<file path="src/rtl/sb_pkg.sv">
package sb_pkg;
  localparam int ADDR_W = 32;
  localparam int SZ_W   = 4;

  typedef logic [ADDR_W-1:0] addr_t;
  typedef logic [SZ_W-1:0]   szlog_t;

  typedef struct packed {
    addr_t  base;
    szlog_t lg;
  } region_t;

  // Two aligned power-of-two blocks overlap exactly when they agree above the larger size.
  function automatic logic region_overlap(region_t a, region_t b);
    szlog_t big;
    addr_t  keep;
    big  = (a.lg > b.lg) ? a.lg : b.lg;
    keep = ~((addr_t'(1) << big) - addr_t'(1));
    return (a.base & keep) == (b.base & keep);
  endfunction
endpackage

</file>
<file path="src/rtl/sb_match.sv">
module sb_match
  import sb_pkg::*;
#(
  parameter int ENTRIES = 4
) (
  input  region_t                  probe,
  input  region_t [ENTRIES-1:0]    src_tab,
  input  region_t [ENTRIES-1:0]    dst_tab,
  input  logic    [ENTRIES-1:0]    live,
  output logic                     hit_src,
  output logic                     hit_dst
);
  logic [ENTRIES-1:0] s_vec;
  logic [ENTRIES-1:0] d_vec;

  for (genvar g = 0; g < ENTRIES; g++) begin : g_cmp
    assign s_vec[g] = live[g] && region_overlap(probe, src_tab[g]);
    assign d_vec[g] = live[g] && region_overlap(probe, dst_tab[g]);
  end

  assign hit_src = |s_vec;
  assign hit_dst = |d_vec;
endmodule

</file>
<file path="src/rtl/sb_alloc.sv">
module sb_alloc #(
  parameter int ENTRIES = 4,
  localparam int IDX_W  = (ENTRIES > 1) ? $clog2(ENTRIES) : 1
) (
  input  logic [ENTRIES-1:0] live,
  output logic [IDX_W-1:0]   pick,
  output logic               none_free
);
  always_comb begin
    pick = '0;
    for (int i = ENTRIES - 1; i >= 0; i--) begin
      if (!live[i]) pick = IDX_W'(i);
    end
  end

  assign none_free = &live;
endmodule

</file>
<file path="src/rtl/region_scoreboard.sv">
module region_scoreboard
  import sb_pkg::*;
#(
  parameter int ENTRIES = 4,
  parameter int LOG_MIN = 4,
  parameter int LOG_MAX = 12,
  localparam int IDX_W  = (ENTRIES > 1) ? $clog2(ENTRIES) : 1
) (
  input  logic              clk,
  input  logic              rst_n,
  input  logic              iss_valid,
  output logic              iss_ready,
  input  logic [ADDR_W-1:0] iss_src_addr,
  input  logic [SZ_W-1:0]   iss_src_log,
  input  logic [ADDR_W-1:0] iss_dst_addr,
  input  logic [SZ_W-1:0]   iss_dst_log,
  output logic [IDX_W-1:0]  iss_idx,
  output logic              sb_full,
  input  logic              host_valid,
  input  logic              host_write,
  input  logic [ADDR_W-1:0] host_addr,
  output logic              host_ready,
  input  logic              done_valid,
  input  logic [IDX_W-1:0]  done_idx
);
  function automatic szlog_t clamp_log(szlog_t v);
    if (int'(v) < LOG_MIN) return szlog_t'(LOG_MIN);
    if (int'(v) > LOG_MAX) return szlog_t'(LOG_MAX);
    return v;
  endfunction

  logic    [ENTRIES-1:0] live;
  region_t [ENTRIES-1:0] src_tab;
  region_t [ENTRIES-1:0] dst_tab;

  region_t new_src, new_dst, host_pt;
  assign new_src = '{base: iss_src_addr, lg: clamp_log(iss_src_log)};
  assign new_dst = '{base: iss_dst_addr, lg: clamp_log(iss_dst_log)};
  assign host_pt = '{base: host_addr, lg: '0};

  logic h_src, h_dst, ns_src, ns_dst, nd_src, nd_dst;

  sb_match #(.ENTRIES(ENTRIES)) u_host (
    .probe(host_pt), .src_tab(src_tab), .dst_tab(dst_tab), .live(live),
    .hit_src(h_src), .hit_dst(h_dst));

  sb_match #(.ENTRIES(ENTRIES)) u_nsrc (
    .probe(new_src), .src_tab(src_tab), .dst_tab(dst_tab), .live(live),
    .hit_src(ns_src), .hit_dst(ns_dst));

  sb_match #(.ENTRIES(ENTRIES)) u_ndst (
    .probe(new_dst), .src_tab(src_tab), .dst_tab(dst_tab), .live(live),
    .hit_src(nd_src), .hit_dst(nd_dst));

  logic [IDX_W-1:0] free_idx;
  logic             all_busy;

  sb_alloc #(.ENTRIES(ENTRIES)) u_alloc (
    .live(live), .pick(free_idx), .none_free(all_busy));

  logic iss_clash;
  assign iss_clash  = ns_dst | nd_src | nd_dst;
  assign iss_ready  = !all_busy && !iss_clash;
  assign iss_idx    = free_idx;
  assign sb_full    = all_busy;
  assign host_ready = !(h_dst || (host_write && h_src));

  logic accept;
  assign accept = iss_valid && iss_ready;

  always_ff @(posedge clk) begin
    if (!rst_n) begin
      live    <= '0;
      src_tab <= '0;
      dst_tab <= '0;
    end else begin
      if (done_valid) live[done_idx] <= 1'b0;
      if (accept) begin
        live[free_idx]    <= 1'b1;
        src_tab[free_idx] <= new_src;
        dst_tab[free_idx] <= new_dst;
      end
    end
  end
endmodule

</file>
<file path="config.mk">
export PLATFORM = sky130hd
export DESIGN_NAME = region_scoreboard
export DESIGN_NICKNAME = d
export VERILOG_FILES = /design/src/rtl/sb_pkg.sv /design/src/rtl/sb_match.sv /design/src/rtl/sb_alloc.sv /design/src/rtl/region_scoreboard.sv
export SDC_FILE = /design/constraint.sdc
export NUM_CORES = 1
export LEC_CHECK = 0
export ABC_AREA = 0
export BUFFER_PORTS_ARGS = -buffer_cell sky130_fd_sc_hd__buf_2
export CORE_UTILIZATION = 55
export DETAILED_ROUTE_END_ITERATION = 8
export PLACE_DENSITY_LB_ADDON = 0.15
export SLEW_MARGIN = 20
export SYNTH_ARGS = -nofsm -noshare
export SYNTH_HDL_FRONTEND = slang
export SYNTH_SLANG_ARGS = --single-unit
</file>
<file path="constraint.sdc">
create_clock -name clk -period 7.6 [get_ports clk]
set_clock_uncertainty 0.15 [all_clocks]
set_input_delay 0.38 -clock clk [delete_from_list [all_inputs] [get_ports clk]]
set_output_delay 0.38 -clock clk [all_outputs]
set_load 0.03 [all_outputs]
</file>
==> impl_metrics.yaml, run 1 <==
run_status:
  status: "finished, final reports clean"
timing:
  fin_crit_ps: 7060
  slew_headroom_pct: 7.968
  setup_viol_count_final: 0
  worstMarginPinSlew_ps: 1368
  hold_violations: 0
  period_share_pct: 92.89
  final_max_slew_viol_count: 0
  grt_setup_unrepaired: "no"
  max_freq_mhz: 141.7
  finalSetupTns_ps: 0
  hold-worst-slack_ps: 56.57
setup_path:
  endpoint_kind: "primary output"
  rr_startpoint: "dst_tab[3]"
  crit_type: "reg2out"
  critical_path_arrival_ps: 6530
  start_kind: "flip-flop"
  crit_family: "simple AND/OR/NAND/NOR gates"
  crit_top_cell: "buf_4"
  path_buf_inv: 6
  critPathMaxStageDelay_ps: 660
  path_max_fanout: 31
  required_ps: 7070
  slowest_stage: "nor4b_1"
  cp_cell_sequence: "buf_4 > inv_1 > ha_1 > and4b_1 > a211oi_2 > nor2_1 > buf_4 > nor2_1 > nand2_1 > ha_1 > o31ai_1 > a21oi_1 > a2111oi_0 > o21ai_0 > nor4_1 > nor4b_1 > o31ai_1 > and4_1 > inv_1 > nor3_1 > buf_4 > buf_2"
  reg2reg_slack_ps: 1070
  reg2regPathDepth: 21
  r2r-end: "src_tab[76]"
place:
  placed_cells: 4039
  place.gp.congestion: 1.076
  dp_hpwl_um: 91740
  port_buffers: 115
detailed_routing:
  first_pass_iters: 6
  wl_per_cell_um: 30.73
  drt_iter0_drc: 3834
  via_per_inst: 6.828
  ant_nets: 0
  num_vias: 28020
  drc_errors: 0
  routed_wl_um: 126100
final_layout:
  nets: 3614
  n_fill_cell: 4549
  stdcell_count: 4104
  drive_gt1_share_pct: 9.104
  area_growth_pct: 7.680
pwr:
  power_uw: 5037
  pwr-share-comb_pct: 31.0
  p_sw_share_pct: 36.90
  clockPowerShare_pct: 35.9
  leakage_uw: 0.01131
  internal_power_uw: 3178
  peakVddDrop_mv: 0.1936
  switching_power_uw: 1859
  pwr-share-seq_pct: 33.1
  pwr_density_cell_nw_per_um2: 172.1
clocking:
  clkLatencyLatePin_ps: 580
  cts_buffer_depth: 3
  cts_resized: 0
  holdBufCountCts: 0
  cts_made_buffers: 37
  path_clk_slew_ps: 60
  cts_htree_levels: 2
  cts_tree: "built"
  cts_setup_buffers: 0
  cts_root_buf: "clkbuf_16"
  cts_sinks: 292
global_routing:
  grt_overflow_total: 0
  grt_pass1_vias: 26090
  grt.total_usage_pct: 48.68
  grt_pass1_wl_um: 178800
  antenna_found_initial: 10
  grt_max_degree: 107
yosys:
  synth_nets: 3674
  ys_seq_area_share_pct: 21.51
  ys_types: 91
  syn_inst: 3474
  yosysWarnings: 0
  async_reset_ff_share_pct: 0
  synthFlopType: "dfxtp_1"
  synth_edf_count: 0
  synth.cell_area_um2: 27170
  synth.avg_cell_area_um2: 7.822
  synth-seq-cells: 292
floorplan:
  io_pins: 117
  die-area_um2: 50300
  initial_core_util_pct: 55.63
  die_x_um: 224.3
  chipHeight_um: 224.3
  row_count: 81
  fp.coreArea_um2: 48850
worst_hold_path:
  whs_path_depth: 3
  hold_path_class: "in2reg"
  holdPathEnd: "live[3]"
  hp-start: "done_idx[1]"
run:
  maxCapViolations: 0
[how the worst max path moves through the flow]
stage / slack, ps / cells after the start / to / from
finish: 540 / 22 / iss_ready / dst_tab[3]
global route: 330 / 22 / iss_ready / dst_tab[3]
CTS: 870 / 22 / iss_ready / dst_tab[3]
detailed placement: 1050 / 24 / src_tab[76] / iss_dst_log[2]
global placement: 1080 / 24 / live[2] / iss_dst_log[2]
floorplan: 2020 / 24 / live[2] / iss_src_log[2]
[metal layers]
metal	GRT usage (%)	wire [µm]	vias to the layer above	part of all wire (%)
met5	0	113	-	0.090
met4	36.16	11000	14	8.7
met3	16.05	16890	582	13
met2	69.09	50380	2020	40
met1	61.07	47730	13350	38
li1	-	-	12060	-
[synthesized netlist by cell type, drive strengths merged (20+ instances only)]
library cell | number | area (µm²)
a211oi | 22 | 170.2
a21oi | 127 | 639.4
a221oi | 27 | 236.5
a22oi | 20 | 150.1
a31oi | 32 | 200.2
buf | 78 | 514.3
clkbuf | 220 | 825.8
dfxtp | 292 | 5846
ha | 88 | 1101
inv | 69 | 261.5
mux2i | 338 | 3400
nand2 | 559 | 2103
nand3 | 63 | 315.3
nand4 | 82 | 513.0
nor2 | 159 | 604.3
nor3 | 56 | 285.3
nor4 | 46 | 287.8
o211ai | 26 | 200.2
o21ai | 161 | 817.0
o221ai | 20 | 175.2
o22ai | 26 | 162.7
xnor2 | 397 | 3477
xor2 | 276 | 2417
[cell type report]
cell class	count	area, µm²	share of cell area [%]
clock inverter	14	156.4	0.5345
clock buffer	49	1052	3.596
sequential	292	5846	19.98
multi-input combinational	2807	19740	67.45
tap	664	830.8	2.839
inverter	77	291.5	0.9963
antenna	2	5.005	0.01710
timing repair buffer	199	1341	4.584
[placed cells by master, fill, tap and decap left out, drive strengths merged, types with 15 or more instances in the layout]
master   count
o211ai      26
o31ai       17
a21oi      127
a31oi       32
nor2       159
nor3        56
a211oi      22
o2111ai     16
nand4       82
nand3       63
clkbuf      49
nor2b       15
a221oi      27
o21ai      161
xnor2      397
nand2      559
o22ai       26
xor2       276
mux2i      338
dfxtp      292
inv         72
nor4        46
buf        199
ha          88
o221ai      20
a22oi       20
[worst reg2reg max path, stage by stage (launching register included)]
cell,delay (ps)
dfxtp_1,300
buf_4,320
inv_1,260
ha_1,390
and4b_1,230
a211oi_2,290
nor2_1,80
buf_4,200
nor2_1,310
nand2_1,110
ha_1,220
o31ai_1,260
a21oi_1,100
a2111oi_0,530
o21ai_0,190
nor4_1,330
nor4b_1,660
o31ai_1,270
and4_1,420
and3_4,390
buf_12,270
mux2i_1,150
[power groups by stage]
stage / Sequential [µW] / Clock, µW / Combinational [µW]
4_1_cts: 1660 / 1810 / 1490
6_report: 1670 / 1810 / 1560
3_5_place_dp: 1690 / 0 / 1480
5_1_grt: 1670 / 1860 / 1630
2_1_floorplan: 1670 / 0 / 1030
3_3_place_gp: 1690 / 0 / 1460
[stage by stage]
step	worst slack [ps]	util, %	instance area [µm²]
global route	331.3	59.89	29260
CTS	869.0	59.85	29240
finish	540.4	59.90	29260
detailed placement	1053	57.37	28030
global placement	1075	57.37	28030
floorplan	2020	-	27170
[state kept, by name, indices dropped and copies added (netlist names)]
signal and flops:
dst_tab 144, src_tab 144, live 4
[cell families (layout without fill, tap and decap cells)]
| group | after synthesis | after routing | synth area share, % |
|---|---|---|---|
| XOR/XNOR | 673 | 673 | 21.69 |
| multiplexers | 353 | 353 | 13.55 |
| buffers and inverters | 375 | 339 | 6.004 |
| other | 0 | 2 | 0 |
| flip-flops | 292 | 292 | 21.51 |
| AND/OR/NAND/NOR | 1060 | 1060 | 17.52 |
| AO/OA/AOI/OAI | 629 | 629 | 15.53 |
| adder cells (fa/ha/maj) | 92 | 92 | 4.199 |
No activity file was read; power rests on OpenSTA's default activity.
==> run 2, diff against run 1 <==
Settings changed: REMOVE_ABC_BUFFERS set to 1.
==> run 2 against run 1 <==
Compared with the run above:
- non-clock buffer count is 8 higher
- sequential share of layout area shrank 0.13 points
- critical endpoint unchanged
- via count down 0.29%
- wire length shrank 1.2%
- design area increased by 0.65%
- utilization grew 0.39 points
- clock-buffer cell count up 2
- setup slack gained 180 ps
- critical path depth decreased by 3
- largest power group unchanged
- sequential cell count did not move
- highest routed layer unchanged
==> impl_metrics.yaml, run 2 (same netlist as run 1, synthesis figures left out) <==
run_status:
  status: "finished, final reports clean"
setup_path:
  reg2regPathDepth: 19
  cp_cell_sequence: "buf_2 > and2b_2 > o21a_1 > inv_1 > ha_1 > nor2b_1 > o211ai_1 > nand2_1 > nand2_1 > nand3_1 > ha_1 > a22oi_1 > o21ai_0 > nor3_1 > o21ai_0 > or4_1 > o41ai_2 > nor3_1 > buf_2"
  critical_path_arrival_ps: 6350
  critical_path_depth: 19
  critPathMaxStageDelay_ps: 780
  required_ps: 7070
  crit_family: "simple AND/OR/NAND/NOR gates"
  crit_type: "in2out"
  start_kind: "input port"
  slowest_stage: "nor3_1"
  path_buf_inv: 3
  endpoint_kind: "primary output"
  path_max_fanout: 9
floorplan:
  initial_core_util_pct: 55.63
  chipHeight_um: 224.3
  row_count: 81
  io_pins: 117
  fp.coreArea_um2: 48850
  die-area_um2: 50300
  die_x_um: 224.3
global_routing:
  grt_pass1_vias: 25750
  grt_pass1_wl_um: 177900
  grt.total_usage_pct: 48.38
  grt_overflow_total: 0
  antenna_found_initial: 11
  grt_max_degree: 197
detailed_routing:
  first_pass_iters: 8
  drc_errors: 0
  drt_iter0_drc: 4151
  wl_per_cell_um: 30.27
  via_per_inst: 6.785
  ant_nets: 0
  routed_wl_um: 124700
  num_vias: 27940
timing:
  slew_headroom_pct: 8.414
  final_max_slew_viol_count: 0
  fin_crit_ps: 6877
  setup_viol_count_final: 0
  period_share_pct: 90.48
  max_freq_mhz: 145.4
  finalSetupTns_ps: 0
  grt_setup_unrepaired: "no"
  hold_violations: 0
  worstMarginPinSlew_ps: 1361
final_layout:
  most-common-layout-cells: "nand2_1, xnor2_1, mux2i_1, dfxtp_1, xor2_1"
  drive_gt1_share_pct: 9.449
  reg_top3: "dst_tab: 144 flops, src_tab: 144 flops, live: 4 flops"
  nets: 3622
  final_common_cell: "nand2_1"
  stdcell_area_um2: 29450
  area_growth_pct: 8.376
pwr:
  peakVddDrop_mv: 0.1730
  power_uw: 5159
  pwr_density_cell_nw_per_um2: 175.2
  leakage_uw: 0.01143
clocking:
  cts_htree_levels: 2
  cts_root_buf: "clkbuf_16"
  cts_sinks: 292
  cts_tree: "built"
  cts_made_buffers: 37
  cts_setup_buffers: 0
  path_clk_slew_ps: 60
  cts_resized: 0
  cts_buffer_depth: 3
  clkLatencyLatePin_ps: 590
  holdBufCountCts: 0
place:
  placed_area_um2: 28110
  dp_hpwl_um: 92030
  port_buffers: 115
  place.gp.congestion: 1.139
run:
  maxCapViolations: 0
worst_hold_path:
  whs_path_depth: 3
  hold_path_class: "in2reg"
-- run 2: cell types whose count changed in the layout (fill, tap and decap cells not counted), sizes merged --
cell / change
inv: -2
bufinv: +2
clkinvlp: -2
clkinv: +4
buf: +8
clkbuf: +2
diode: +2
-- run 2: worst paths after layout --
path	start	endpoint	slack [ps]
setup / recovery	iss_dst_log[3]	iss_ready	720
hold / removal	done_idx[0]	live[0]	20
setup reg to reg	src_tab[110]	src_tab[17]	1390
hold reg to reg	src_tab[82]	src_tab[82]	350
-- run 2: area by class of cell --
cell class / instances / area [µm²]
diodes: 4 / 10.01
clock buffers: 51 / 1100
clock inverters: 16 / 211.5
fillers: 4486 / 19400
inverters: 77 / 291.5
multi-input cells: 2807 / 19730
flip-flops and latches: 292 / 5846
well taps: 664 / 830.8
repair buffers: 207 / 1426
-- run 2: worst min-delay path, cell delays in order --
cell and delay [ps]:
buf_2 120, o21ai_0 90, a21boi_1 130
-- run 2: power by group --
part           switching (µW)  total, µW  internal (µW)  leakage (µW)
combinational            1020       1570            556       0.00841
sequential               80.3       1660           1580       0.00237
clock                     771       1930           1150      0.000649
-- run 2: metal layers --
| metal | wire [µm] | track usage (%) | share of wire (%) | vias to the layer above |
|---|---|---|---|---|
| met5 | 62 | 0 | 0.050 | - |
| met4 | 10040 | 32.21 | 8.1 | 10 |
| met3 | 17100 | 15.73 | 14 | 501 |
| met2 | 49510 | 68.69 | 40 | 2018 |
| met1 | 47950 | 62.22 | 38 | 13330 |
| li1 | - | - | - | 12080 |
-- run 2: through the flow --
step | std cells | worst slack [ps] | hold WS, ps | util (%)
final | 4118 | 723.4 | 18.43 | 60.29
after global routing | 4114 | 463.8 | 76.69 | 60.27
after CTS | 4114 | 981.2 | 8.100 | 60.23
after detailed placement | 4047 | 910.8 | 340.9 | 57.55
after global placement | 4047 | 913.8 | 329.5 | 57.55
after floorplan | 3176 | -103.2 | 320.3 | -
